===== config.mk =====
export PLATFORM = sky130hd
export DESIGN_NAME = sync_cond_gen
export DESIGN_NICKNAME = d
export VERILOG_FILES = /design/src/rtl/sync_cond_gen.sv
export SDC_FILE = /design/constraint.sdc
export NUM_CORES = 1
export LEC_CHECK = 0
export BUFFER_PORTS_ARGS = -buffer_cell sky130_fd_sc_hd__buf_2
export CAP_MARGIN = 30
export CORE_MARGIN = 1
export CORE_UTILIZATION = 25
export CTS_CLUSTER_SIZE = 20
export DETAILED_ROUTE_END_ITERATION = 16
export GPL_TIMING_DRIVEN = 0
export PLACE_DENSITY = 0.45
export SETUP_SLACK_MARGIN = 0.3
export SLEW_MARGIN = 10
export SYNTH_ARGS = -nofsm -noshare
export SYNTH_HDL_FRONTEND = slang
export SYNTH_SLANG_ARGS = --single-unit

===== constraint.sdc =====
create_clock -name clk -period 2.9 [get_ports clk]
set_input_delay 0.29 -clock clk [delete_from_list [all_inputs] [get_ports clk]]
set_output_delay 0.29 -clock clk [all_outputs]
set_load 0.01 [all_outputs]

===== src/rtl/sync_cond_gen.sv =====
module sync_cond_gen #(
  parameter int DLY_W = 8,
  parameter int WID_W = 8
) (
  input  logic             clk,
  input  logic             rst_n,
  input  logic             hsync_i,
  input  logic             vsync_i,
  input  logic             comp_hpulse_i,
  input  logic             comp_vsync_i,
  input  logic             vfast_i,
  input  logic             hblank_sel,
  input  logic             hblank_inv,
  input  logic             vblank_sel,
  input  logic             vblank_inv,
  input  logic             coast_inv,
  input  logic             clamp_en,
  input  logic             clamp_inv,
  input  logic [DLY_W-1:0] clamp_dly,
  input  logic [WID_W-1:0] clamp_wid,
  input  logic             vflag_wr,
  input  logic             vflag_wdata,
  output logic             hblank_o,
  output logic             vblank_o,
  output logic             coast_o,
  output logic             clamp_o,
  output logic             vflag_o
);

  localparam int CNT_W = ((DLY_W > WID_W) ? DLY_W : WID_W) + 1;
  localparam logic [CNT_W-1:0] IDLE = '1;

  logic             hs_prev, vs_prev;
  logic [CNT_W-1:0] tick;
  logic [CNT_W-1:0] win_lo, win_hi;
  logic             hs_fall, vs_rise, in_win, vsrc, clr_req;

  assign hs_fall = hs_prev & ~hsync_i;
  assign vs_rise = ~vs_prev & vsync_i;
  assign vsrc    = vblank_sel ? comp_vsync_i : vsync_i;
  assign win_lo  = CNT_W'(clamp_dly);
  assign win_hi  = CNT_W'(clamp_dly) + CNT_W'(clamp_wid);
  assign in_win  = (tick >= win_lo) && (tick < win_hi);
  assign clr_req = vflag_wr & ~vflag_wdata;

  always_ff @(posedge clk) begin
    if (!rst_n) begin
      hs_prev <= 1'b0;
      vs_prev <= 1'b0;
      tick    <= IDLE;
    end else begin
      hs_prev <= hsync_i;
      vs_prev <= vsync_i;
      if (hs_fall)
        tick <= '0;
      else if (tick != IDLE)
        tick <= tick + 1'b1;
    end
  end

  always_ff @(posedge clk) begin
    if (!rst_n) begin
      hblank_o <= 1'b0;
      vblank_o <= 1'b0;
      coast_o  <= 1'b0;
      clamp_o  <= 1'b0;
      vflag_o  <= 1'b0;
    end else begin
      hblank_o <= (hblank_sel ? comp_hpulse_i : hsync_i) ^ hblank_inv;
      vblank_o <= vfast_i ? vblank_inv : (vsrc ^ vblank_inv);
      coast_o  <= vsrc ^ coast_inv;
      clamp_o  <= (clamp_en & in_win) ^ clamp_inv;
      if (vs_rise)
        vflag_o <= 1'b1;
      else if (clr_req)
        vflag_o <= 1'b0;
    end
  end

endmodule


# [After elaboration in Yosys (flattened, before gate mapping)]
# Cells that the tools add are included.
[op_classes] order_cmp=2 addsub=2 n_reduce_logical=3 n_mux=7 bitwise_logic=11 n_eq_ne=1
[ops] op="$mux 9" count=2
[ops] op="$add 8x8->9" count=1
[ops] op="$add 9x1->9 const B" count=1
[ops] op="$ge 9x8->1" count=1
[ops] op="$lt 9x9->1" count=1
[ops] op="$ne 9x9->1 const B" count=1
[ops] op="$mux 1" count=5
[ops] op="$and 1x1->1" count=4
[ops] op="$reduce_bool 2->1" count=2
[ops] op="$xor 1x1->1" count=4
[ops] op="$not 1->1" count=3
[ops] op="$logic_and 1x1->1" count=1
[word_totals] output_inout_bits=5 elab_cells=34 register_bits=16 inputBits=32

# [Logic depth before layout (Yosys ltp)]
[depth] depth_word=5 depth_mapped=14 mapped_depth_nobuf=14

# [Worst setup path after synthesis]
# Ideal clock, no wire load.
[synth_path] path_type="input-to-reg" start="input clamp_dly[0]" end="register clamp_o" stages=14 setup_ns=0.072 slack_ns=0.265 t_arrival_ns=2.563 n_path_buf=0 t_required_ns=2.828 path_cell_list="ha_1 inv_1 fa_1 nor2b_1 o21ai_2 a21boi_0 o21ai_0 a21bo_2 ha_1 and3_1 nand2_1 nand4b_1 a311oi_2 mux2i_1"
[synth_via] elab_chain_cells=5 word_cells_on_any_way=6 classes_between="1 x add/sub; 2 x order compare; 2 x bitwise; 1 x reduce/logical"
[synth_lines] element="from (decl)" line="19" rtl="input logic [DLY_W-1:0] clamp_dly,"
[synth_lines] element="$add 8x8->9" line="42" rtl="assign win_hi = CNT_W'(clamp_dly) + CNT_W'(clamp_wid);"
[synth_lines] element="$lt 9x9->1" line="43" rtl="assign in_win = (tick >= win_lo) && (tick < win_hi);"
[synth_lines] element="$logic_and 1x1->1 (*)" line="43"
[synth_lines] element="$and 1x1->1 (*)" line="72" rtl="clamp_o <= (clamp_en & in_win) ^ clamp_inv;"
[synth_lines] element="$xor 1x1->1 (*)" line="72"
[synth_lines] element="to (signal assigned)" line="72"
[synth_lines] element="to (decl)" line="26" rtl="output logic clamp_o,"
# Every way passes the cells marked *; elsewhere a longest branch is shown, timed or not.
# A chain may end at the register's enable or synchronous reset.

# [Worst setup path in the final report]
# Same ends and word-level chain as after synthesis.

==> impl_metrics.csv <==
group,metric,value,unit
synth,syn_area_per_cell,8.799,um2
cts,clk_transition_reported_paths,0.07,ns
die,start_util,26.19,%
status,status,"complete, no violations",
placed_design,routabilityCongestion,0.6923,
timing,setup_slack,0.3881,ns
worst_setup_path,critPathLaunchType,"input pin",
synth,synth-main-ff-cell,"dfxtp_1",
worst_setup_path,critPathLaunch,"clamp_dly[0]",
detailed_routing,antenna_left,0,
synth,synth_nets,212,
global_route,grt_max_degree,11,
worst_setup_path,critical_path_class,"input pin to flop",
die,core_area,0.005140,mm2
detailed_routing,drtPass1Iterations,3,
placed_design,dpl_worst_slack,-0.03106,ns
placed_design,portBuffers,36,
cts,cts_tree,"done",
detailed_routing,finalWirelength,2735,um
power,power.density,660.8,mW/mm2
synth,yosysTopAreaCell,"ha_1",
synth,synth-xor-area-share,9.108,%
synth,synth_top_area_share,24.16,%
finish,design_area,0.001778,mm2
worst_hold_path,min_from,"hsync_i",
synth,synth_common_cells,"ha_1 (26), dfxtp_1 (16), o21ai_0 (14)",
cts,cts_max_path_buffers,2,
detailed_routing,wl_per_cell,10.28,um
job,maxCapViolations,0,
synth,ys_async_sr_fraction,0,%
timing,drv_slew,0,
timing,finalClockSkew,0.002402,ns
die,die_h,75.39,um
synth,synth_warnings,0,
global_route,grt_usage,10.50,%
worst_setup_path,rr_worst_depth,9,
worst_setup_path,r2r_slack,1.08,ns
detailed_routing,drc,0,
finish,nets,256,
global_route,grt_pass1_vias,1106,
timing,finalCriticalPeriod,2.512,ns
placed_design,dpl_cell_area,0.001614,mm2
power,comb_power_share,50.9,%
detailed_routing,vias_per_cell,4.327,
synth,synth_mux_area_share,3.717,%
power,clkPwrFrac,17.0,%
die,ioPinCount,37,
global_route,grt-ovfl-total,0,
worst_setup_path,crit_fanout,2,
timing,tightest_slew,0.4843,ns
cts,ctsHoldBuffers,0,
detailed_routing,num_vias,1151,
timing,setup_viol,0,
power,p_int,0.0007193,W
cts,clkSinkCount,16,
timing,rsz0062_at_grt,"true",
global_route,grt_pass1_wl,4636,um
placed_design,dp_cells,259,
synth,synth-simple-area-share,16.82,%
timing,fmax,398.1,MHz
global_route,antenna_found_initial,0,
worst_setup_path,reg2reg_from,"tick[0]$_SDFFE_PN1P_",
synth,synth_edf_count,0,
synth,synth_compound_area_share,16.91,%
synth,synth_cell_type_count,34,
worst_setup_path,worstPathArrival,2.70,ns
timing,slew_headroom,67.65,%
finish,syn_to_final_growth,32.06,%
timing,period_share,86.62,%
cts,cts-buffers-inserted,3,
worst_hold_path,holdPathStages,2,
worst_setup_path,cp.required,3.08,ns
power,irDropWorstVdd,0.2149,mV
synth,synth_area,0.001346,mm2
power,switching_share,38.77,%
worst_hold_path,min_path_type,"input pin to flop",
finish,layout.cells.non_filler,266,
finish,diodes,0,
die,placement_rows,26,
synth,ys_ff_latch,16,
cts,insertion_delay,0.25,ns
die,fp.dieW,75.39,um
placed_design,hpwl,2209,um
worst_setup_path,rr_endpoint,"tick[7]$_SDFFE_PN1P_",
timing,hold_viol,0,
synth,synthCells,153,
synth,synth_top_family_by_area,"adder cells",
power,p_leak,0.8223,nW
synth,ys_top_cells_by_area,"ha_1 (24%), dfxtp_1 (24%), o21ai_0 (5.2%)",
synth,synth_fa_ha_area_share,25.65,%
cts,root_buffer,"clkbuf_8",
die,dieArea,0.005683,mm2
power,power,0.001175,W
worst_setup_path,cp-end-kind,"flop",
synth,yosysMostFrequentCell,"ha_1",
finish,drive_gt1_share,30.61,%
synth,synth_seq_area_share,23.79,%
timing,fin_tns_setup,0,ns
power,sequentialPowerShare,32.0,%
power,p_sw,0.0004555,W
worst_setup_path,critical_path.endpoint,"clamp_o$_SDFF_PN0_",
detailed_routing,drt_iter0_drc,36,
cts,cts.htree.levels,1,
## metal layers
layer	track usage (%)	routed length [um]	vias up
met3	0.7937	84	2
met5	0	0	-
met4	4.321	21	0
met1	13.82	1424	493
met2	17.76	1204	27
li1	-	-	629
## flip-flops by register name (all words and copies together) (netlist names)
signal,cells
tick,9
coast_o,1
clamp_o,1
vblank_o,1
hs_prev,1
vflag_o,1
hblank_o,1
vs_prev,1
## layout by cell type (no fill, tap or decap), types with 3 or more instances in the layout
cell type  netlist  layout
nand2_1          9       8
nand3_1          4       4
ha_1            26      23
nand2b_1         3       3
nand4_1          3       3
inv_1           12      11
mux2i_1          5       5
nor2_1           9       9
buf_4            0       3
and2_1           4       4
dfxtp_1         16      16
a21oi_1          3       3
xnor2_1          6       6
ha_4             0       3
nor2b_1          4       3
buf_2            1      35
a21o_1           3       3
o21ai_0         14      13
clkbuf_8         0       4
xor2_1           8       8
## stage by stage
step	hold slack [ns]	utilization (%)
6_report	0.2700	34.59
5_1_grt	0.2683	34.59
4_1_cts	0.2716	32.55
3_5_place_dp	0.4808	31.40
3_3_place_gp	0.4848	31.40
2_1_floorplan	0.4117	-
## power groups by stage
stage | Clock (W) | Sequential (W) | Combinational, W
floorplan | 0 | 0.000355 | 0.000444
global placement | 0 | 0.000382 | 0.000561
detailed placement | 0 | 0.000382 | 0.000560
CTS | 0.000207 | 0.000377 | 0.000568
global route | 0.000219 | 0.000393 | 0.000704
finish | 0.000200 | 0.000376 | 0.000598
## cell type report
cell class                      count  area (um2)
Sequential cell                    16       320.3
Buffer                              2       8.758
Tap cell                           70       87.58
Timing Repair Buffer               39       219.0
Multi-Input combinational cell    123        1042
Clock buffer                        4       55.05
Inverter                           12       45.04
Fill cell                         574        3362
## critical path, cell delays in order
cell and delay [ns]:
buf_8 0.10, ha_4 0.15, inv_2 0.05, fa_2 0.21, nor2b_2 0.05, o21ai_2 0.17
a21boi_2 0.09, o31ai_2 0.26, a21bo_2 0.28, ha_4 0.23, and3_4 0.18, nand2_2 0.04
nand4b_1 0.10, a311oi_2 0.30, mux2i_1 0.20
## logic make-up after synthesis
group,count (synthesis)
xor gates and xnor gates,14
muxes,5
DFF,16
adders and majority gates,27
and+or+nand+nor,42
AOI/OAI and AO/OA,35
buffers and inverters,14
## worst min path at each step
stage	to	slack [ns]
6_report	hs_prev$_SDFF_PN0_	0.27
5_1_grt	hs_prev$_SDFF_PN0_	0.27
4_1_cts	hs_prev$_SDFF_PN0_	0.27
3_5_place_dp	vflag_o$_SDFFE_PN0P_	0.48
3_3_place_gp	vflag_o$_SDFFE_PN0P_	0.48
2_1_floorplan	coast_o$_SDFF_PN0_	0.41
## timing repair
item,CTS,global route
pin swaps,2,12
endpoints found under the setup margin,1,1
buffers inserted,0,3
resized for setup,1,17
No activity file was read; power rests on OpenSTA's default activity.
